**src/rtl/evb_pkg.sv**
```systemverilog
package evb_pkg;
    localparam int NUM_CNT  = 8;
    localparam int CNT_W    = 64;
    localparam int DATA_W   = 32;
    localparam int ADDR_W   = 16;
    localparam int EVT_W    = 128;
    localparam int CODE_W   = 8;
    localparam int SEL_REGS = NUM_CNT * CODE_W / DATA_W;

    localparam logic [ADDR_W-1:0] A_MASK   = 16'h0814;
    localparam logic [ADDR_W-1:0] A_STATUS = 16'h0818;
    localparam logic [ADDR_W-1:0] A_CLEAR  = 16'h081C;
    localparam logic [ADDR_W-1:0] A_CTRL   = 16'h1C00;
    localparam logic [ADDR_W-1:0] A_CNTEN  = 16'h1C14;
    localparam logic [ADDR_W-1:0] A_SEL    = 16'h1C18;
    localparam logic [ADDR_W-1:0] A_VER    = 16'h1CF0;
    localparam logic [ADDR_W-1:0] A_CNT    = 16'h1D00;

    localparam logic [CODE_W-1:0] CYCLE_CODE = 8'h09;

    typedef struct packed {
        logic                       gen;
        logic [NUM_CNT-1:0]         cnt_en;
        logic [NUM_CNT*CODE_W-1:0]  sel;
    } ctrl_t;
endpackage

```
**src/rtl/evb_lane.sv**
```systemverilog
module evb_lane #(
    parameter int CNT_W  = 64,
    parameter int DATA_W = 32,
    parameter int EVT_W  = 128,
    parameter int CODE_W = 8,
    parameter logic [CODE_W-1:0] CYC_CODE = 8'h09
) (
    input  logic              clk,
    input  logic              rst_n,
    input  logic              count_en,
    input  logic [CODE_W-1:0] code,
    input  logic [EVT_W-1:0]  evt_in,
    input  logic              wr_lo,
    input  logic              wr_hi,
    input  logic [DATA_W-1:0] wdata,
    output logic [CNT_W-1:0]  cnt,
    output logic              wrap
);
    localparam int IDX_W = $clog2(EVT_W);
    localparam int HI_W  = CNT_W - DATA_W;

    typedef struct packed {
        logic [CNT_W-1:0] cnt;
    } lane_t;

    lane_t st_d, st_q;
    logic  hit;

    always_comb begin
        st_d = st_q;
        wrap = 1'b0;
        if (code == CYC_CODE)
            hit = 1'b1;
        else if (int'(code) < EVT_W)
            hit = evt_in[code[IDX_W-1:0]];
        else
            hit = 1'b0;
        if (wr_lo || wr_hi) begin
            if (wr_lo) st_d.cnt[DATA_W-1:0] = wdata;
            if (wr_hi) st_d.cnt[CNT_W-1:DATA_W] = wdata[HI_W-1:0];
        end else if (count_en && hit) begin
            st_d.cnt = st_q.cnt + 1'b1;
            wrap     = &st_q.cnt;
        end
    end

    always_ff @(posedge clk or negedge rst_n) begin
        if (!rst_n) st_q <= '0;
        else        st_q <= st_d;
    end

    assign cnt = st_q.cnt;
endmodule

```
**src/rtl/evb_irq.sv**
```systemverilog
module evb_irq #(
    parameter int N      = 8,
    parameter int DATA_W = 32
) (
    input  logic              clk,
    input  logic              rst_n,
    input  logic [N-1:0]      wrap,
    input  logic              mask_wr,
    input  logic              clr_wr,
    input  logic [DATA_W-1:0] wdata,
    output logic [N-1:0]      mask,
    output logic [N-1:0]      status,
    output logic              irq
);
    typedef struct packed {
        logic [N-1:0] mask;
        logic [N-1:0] status;
    } irq_t;

    irq_t st_d, st_q;

    always_comb begin
        st_d = st_q;
        if (mask_wr) st_d.mask = wdata[N-1:0];
        if (clr_wr)  st_d.status = st_q.status & ~wdata[N-1:0];
        st_d.status = st_d.status | wrap;
    end

    always_ff @(posedge clk or negedge rst_n) begin
        if (!rst_n) begin
            st_q.mask   <= '1;
            st_q.status <= '0;
        end else begin
            st_q <= st_d;
        end
    end

    assign mask   = st_q.mask;
    assign status = st_q.status;
    assign irq    = |(st_q.status & ~st_q.mask);
endmodule

```
**src/rtl/evt_counter_bank.sv**
```systemverilog
module evt_counter_bank
    import evb_pkg::*;
#(
    parameter logic [DATA_W-1:0] VERSION_ID = 32'h0002_0010
) (
    input  logic              clk,
    input  logic              rst_n,
    input  logic              reg_wr,
    input  logic [ADDR_W-1:0] reg_addr,
    input  logic [DATA_W-1:0] reg_wdata,
    output logic [DATA_W-1:0] reg_rdata,
    input  logic [EVT_W-1:0]  evt_in,
    output logic              irq
);
    localparam int IDX_W   = $clog2(NUM_CNT);
    localparam int CNT_SPAN = NUM_CNT * 8;

    ctrl_t ctrl_d, ctrl_q;

    logic [NUM_CNT-1:0]       wr_lo, wr_hi, wrap_v, mask_v, status_v;
    logic [NUM_CNT*CNT_W-1:0] cnt_flat;
    logic                     in_cnt;
    logic [IDX_W-1:0]         cidx;
    logic                     mask_wr, clr_wr;

    assign in_cnt  = (reg_addr >= A_CNT) && (reg_addr < A_CNT + ADDR_W'(CNT_SPAN));
    assign cidx    = reg_addr[3 +: IDX_W];
    assign mask_wr = reg_wr && (reg_addr == A_MASK);
    assign clr_wr  = reg_wr && (reg_addr == A_CLEAR);

    always_comb begin
        ctrl_d = ctrl_q;
        if (reg_wr) begin
            if (reg_addr == A_CTRL)  ctrl_d.gen    = reg_wdata[0];
            if (reg_addr == A_CNTEN) ctrl_d.cnt_en = reg_wdata[NUM_CNT-1:0];
            for (int k = 0; k < SEL_REGS; k++) begin
                if (reg_addr == A_SEL + ADDR_W'(4 * k))
                    ctrl_d.sel[k*DATA_W +: DATA_W] = reg_wdata;
            end
        end
        for (int n = 0; n < NUM_CNT; n++) begin
            wr_lo[n] = reg_wr && in_cnt && (int'(cidx) == n) && !reg_addr[2];
            wr_hi[n] = reg_wr && in_cnt && (int'(cidx) == n) &&  reg_addr[2];
        end
    end

    always_ff @(posedge clk or negedge rst_n) begin
        if (!rst_n) ctrl_q <= '0;
        else        ctrl_q <= ctrl_d;
    end

    for (genvar n = 0; n < NUM_CNT; n++) begin : g_lane
        evb_lane #(
            .CNT_W(CNT_W), .DATA_W(DATA_W), .EVT_W(EVT_W),
            .CODE_W(CODE_W), .CYC_CODE(CYCLE_CODE)
        ) lane_i (
            .clk      (clk),
            .rst_n    (rst_n),
            .count_en (ctrl_q.gen && ctrl_q.cnt_en[n]),
            .code     (ctrl_q.sel[n*CODE_W +: CODE_W]),
            .evt_in   (evt_in),
            .wr_lo    (wr_lo[n]),
            .wr_hi    (wr_hi[n]),
            .wdata    (reg_wdata),
            .cnt      (cnt_flat[n*CNT_W +: CNT_W]),
            .wrap     (wrap_v[n])
        );
    end

    evb_irq #(.N(NUM_CNT), .DATA_W(DATA_W)) irq_i (
        .clk     (clk),
        .rst_n   (rst_n),
        .wrap    (wrap_v),
        .mask_wr (mask_wr),
        .clr_wr  (clr_wr),
        .wdata   (reg_wdata),
        .mask    (mask_v),
        .status  (status_v),
        .irq     (irq)
    );

    always_comb begin
        reg_rdata = '0;
        if (in_cnt) begin
            reg_rdata = cnt_flat[int'(cidx)*CNT_W + (reg_addr[2] ? DATA_W : 0) +: DATA_W];
        end else begin
            case (reg_addr)
                A_CTRL:   reg_rdata = {{(DATA_W-1){1'b0}}, ctrl_q.gen};
                A_CNTEN:  reg_rdata = {{(DATA_W-NUM_CNT){1'b0}}, ctrl_q.cnt_en};
                A_MASK:   reg_rdata = {{(DATA_W-NUM_CNT){1'b0}}, mask_v};
                A_STATUS: reg_rdata = {{(DATA_W-NUM_CNT){1'b0}}, status_v};
                A_VER:    reg_rdata = VERSION_ID;
                default: begin
                    for (int k = 0; k < SEL_REGS; k++) begin
                        if (reg_addr == A_SEL + ADDR_W'(4 * k))
                            reg_rdata = ctrl_q.sel[k*DATA_W +: DATA_W];
                    end
                end
            endcase
        end
    end
endmodule

```
**config.mk**
```make
export PLATFORM = sky130hd
export DESIGN_NAME = evt_counter_bank
export DESIGN_NICKNAME = d
export VERILOG_FILES = /design/src/rtl/evb_pkg.sv /design/src/rtl/evb_lane.sv /design/src/rtl/evb_irq.sv /design/src/rtl/evt_counter_bank.sv
export SDC_FILE = /design/constraint.sdc
export NUM_CORES = 2
export LEC_CHECK = 0
export ABC_AREA = 1
export BUFFER_PORTS_ARGS = -buffer_cell sky130_fd_sc_hd__buf_4
export CORE_UTILIZATION = 25
export DETAILED_ROUTE_END_ITERATION = 16
export GPL_TIMING_DRIVEN = 0
export PLACE_DENSITY = 0.44
export SYNTH_ARGS = -nofsm -noshare
export SYNTH_HDL_FRONTEND = slang
export SYNTH_SLANG_ARGS = --single-unit
export TNS_END_PERCENT = 20
```
**constraint.sdc**
```tcl
create_clock -name clk -period 3.2 [get_ports clk]
set_clock_uncertainty 0.05 [all_clocks]
set_input_delay 0.32 -clock clk [delete_from_list [all_inputs] [get_ports clk]]
set_output_delay 0.32 -clock clk [all_outputs]
set_load 0.01 [all_outputs]
```
==> metrics.csv <==
metric,value,unit
fmax,0.2910,GHz
CP Max Fanout,10,
# rows,176,
fin. max-slew vios,39,
Final Hold Fails,0,
"EDFF count, synth",0,
ys async rst share,100.0,%
total CTS buffers,85,
"slowest stage delay, CP",0.48,ns
Worst Path Required,2.83,ns
Placed Area,63620,um2
mux contribution to synthesized area,0.01723,%
chip width,484.1,um
synthesized area,58110,um2
max-cap viol count,6,
Least-Margin Pin Slew,1.552,ns
Adder-Cell Fraction of Synth Area,0.1723,%
setup slack after layout,-0.2367,ns
final non-filler cell total,13153,
Final setup viols,82,
compound-gate portion of the synthesized area,16.06,%
Post-Syn Instances,9707,
Peak supply drop,0.4187,mV
DRT antenna net count,0,
crit path launch type,input pin,
Mean Syn Cell Area,5.986,um2
Placed Instances,12922,
CTS root buf,clkbuf_16,
WHS,0.06987,ns
yosys warns,0,
leakage dissipation,0.02974,uW
initial antenna violation count,64,
r2r endpoint,irq_i.status[6],
Worst R2R Start,g_lane[6].lane_i.cnt[0],
Crit. path cell count,10,
largest family of logic cells by synthesized area,simple AND/OR/NAND/NOR gates,
Vias/cell,5.903,
clk_lat worst skew,0.78,ns
post-synthesis sequential area ratio,25.90,%
CTS Sinks,601,
DRT Pass-1 Iters,6,
crit path to,reg_rdata[25],
clock transition at the registers of the reported paths,0.06,ns
Power Dens Cells,308.1,nW/um2
Cell variety after synth,58,
fraction of layout cells with a size suffix above 1,11.67,%
final wirelength,477.8,mm
Hold Crit Class,in2async,
max_slew headroom,-3.598,%
vias in the first global route,71396,
Tcrit/Tclk final,107.4,%
setup TNS,-8.248,ns
first-pass GRT wire length,635.6,mm
design area,69110,um2
failing checks,"max-capacitance violations, max-slew violations, negative setup slack",
pin count of the biggest net entering global routing,106,
global router's overall resource usage,39.27,%
Reg2Reg Depth,11,
GP Congestion,1.066,
# DRC,0,
Nets,10204,
Port Buffers,174,
Area Growth Syn to Fin,18.93,%
CP startpoint,reg_addr[2],
"Arr. time, crit path",3.07,ns
"flops & latches, synth",601,
Overflow after GRT,0,
drt initial violations,10771,
crit-path leading delay family,buffers and inverters,
Synth Area in Simple Gates,41.16,%
DR WL/cell,36.32,um
RSZ-0062 raised after global routing,true,
via count,77646,
Starting Density,25.20,%
status,"finished, violations left",
reg2reg setup slack,-0.16,ns
XOR/XNOR share of the synthesized area,6.075,%
CP endpoint kind,output pin,
buffer depth of the longest clock path,3,
main flop type after synthesis,dfrtp_1,
Chip Height,484.1,um
H-tree depth,3,
Total Power,21290,uW
"critical path, cell by cell",buf_6 > inv_2 > nand2_4 > clkbuf_4 > o22ai_1 > o21ai_4 > nand4_1 > nand2_1 > o211ai_1 > buf_4,
WS Path Type,in2out,
HPWL Detailed,372.7,mm
"slowest stage cell, crit path",clkbuf_4,
# IOs,212,
Mapped Nets,9894,
die area,234400,um2
CP Buf/Inv Count,4,
Core Area,230600,um2
CTS tree,done,
post-route minimum period,3.437,ns
==> registers in the layout, indices dropped and copies added, names as in the netlist <==
name	flops
ctrl_q	73
irq_i.status	8
g_lane.lane_i.cnt	512
irq_i.mask	8
==> synthesized netlist by cell type, types with 17 or more instances <==
master	number	area (um2)
inv_2	22	82.58
xor2_1	350	3065
o211ai_1	184	1381
dfrtp_1	593	14840
buf_2	188	940.9
buf_4	51	382.9
nor4_1	80	500.5
nor2_1	581	2181
o21ai_0	948	4745
a22oi_1	31	232.7
nand2_1	3100	11640
xnor2_1	53	464.2
clkbuf_1	286	1074
inv_1	850	3191
o22ai_1	148	925.9
o21ai_1	60	300.3
a21oi_1	240	1201
nand4_1	226	1414
nand3_1	1180	5906
nor3_1	277	1386
o221ai_1	24	210.2
buf_6	32	360.4
nor2_2	28	175.2
buf_1	17	63.81
==> where the power goes <==
part | internal, uW | switching [uW] | leakage (uW)
clock | 6340 | 4490 | 0.00146
sequential | 7610 | 16.9 | 0.00773
combinational | 510 | 2330 | 0.0205
total | 14500 | 6830 | 0.0297
==> worst min-delay path by stage <==
stage	to	slack (ns)	cells past startpoint
2_1_floorplan	ctrl_q[0]	-0.03	0
3_3_place_gp	ctrl_q[65]	0.42	2
3_5_place_dp	g_lane[0].lane_i.cnt[17]	0.15	1
4_1_cts	g_lane[6].lane_i.cnt[40]	0.008	5
5_1_grt	g_lane[0].lane_i.cnt[2]	0.10	3
6_report	g_lane[0].lane_i.cnt[2]	0.07	3
==> through the flow <==
| stage | util (%) | setup WS [ns] |
|---|---|---|
| after floorplan | - | 0.9270 |
| after global placement | 27.41 | -6.071 |
| after detailed placement | 27.59 | -2.497 |
| after CTS | 29.75 | -0.2120 |
| after global routing | 29.94 | -0.1647 |
| final | 29.97 | -0.2367 |
==> area by class of cell <==
type | count | area, um2
timing repair buffer | 227 | 2044
tap | 3026 | 3786
inverter | 888 | 3398
buffer | 572 | 3396
fill | 26179 | 161500
antenna | 41 | 102.6
multi-input combinational | 7642 | 38270
clock inverter | 39 | 606.8
clock buffer | 117 | 2407
sequential | 601 | 15090
==> worst min-delay path, stage by stage <==
cell and delay [ns]:
dlygate4sd3_1 0.56, buf_8 0.15, buf_12 0.20
==> cells by family after synthesis <==
logic type	count (synthesis)
AOI/OAI and AO/OA	1675
xor gates and xnor gates	403
adders and majority gates	8
buffers and inverters	1464
DFF	601
muxes	1
and+or+nand+nor	5555
==> cells in the final DEF, fill, tap and decap left out, types with 16 or more instances in the layout <==
cell type and instances:
a21oi_1 237, a22oi_1 17, buf_2 157, buf_4 261, buf_6 43, clkbuf_1 201, clkbuf_16 90, clkbuf_2 59
clkbuf_4 41, clkbuf_8 30, clkinv_2 16, dfrtp_1 557, dfrtp_2 36, diode_2 41, inv_1 793, inv_2 66
nand2_1 3054, nand2_2 45, nand3_1 1169, nand3_2 17, nand4_1 226, nor2_1 567, nor2_2 27, nor2_4 26
nor3_1 272, nor4_1 76, o211ai_1 184, o21ai_0 846, o21ai_1 85, o21ai_2 50, o21ai_4 27, o22ai_1 117
o22ai_2 25, xnor2_1 53, xor2_1 350
==> routing by layer <==
metal  track usage (%)  part of all wire [%]  wire (um)  up-vias
met5                 0                 0.084        401        -
li1                  -                     -          -    32987
met3             8.910                   9.8      46820     1199
met2             58.18                    42     201100     5054
met4             27.43                   7.9      37530       52
met1             50.24                    40     191900    38354
==> timing repair <==
| item | CTS | global route |
|---|---|---|
| hold endpoints to repair | 228 | 0 |
| endpoints found under the setup margin | 521 | 496 |
| gates cloned | 0 | 0 |
| pin swaps | 80 | 18 |
| hold buffers | 11 | 0 |
| setup buffers | 20 | 6 |
| resized for setup | 637 | 125 |
No activity file was read; power rests on OpenSTA's default activity.
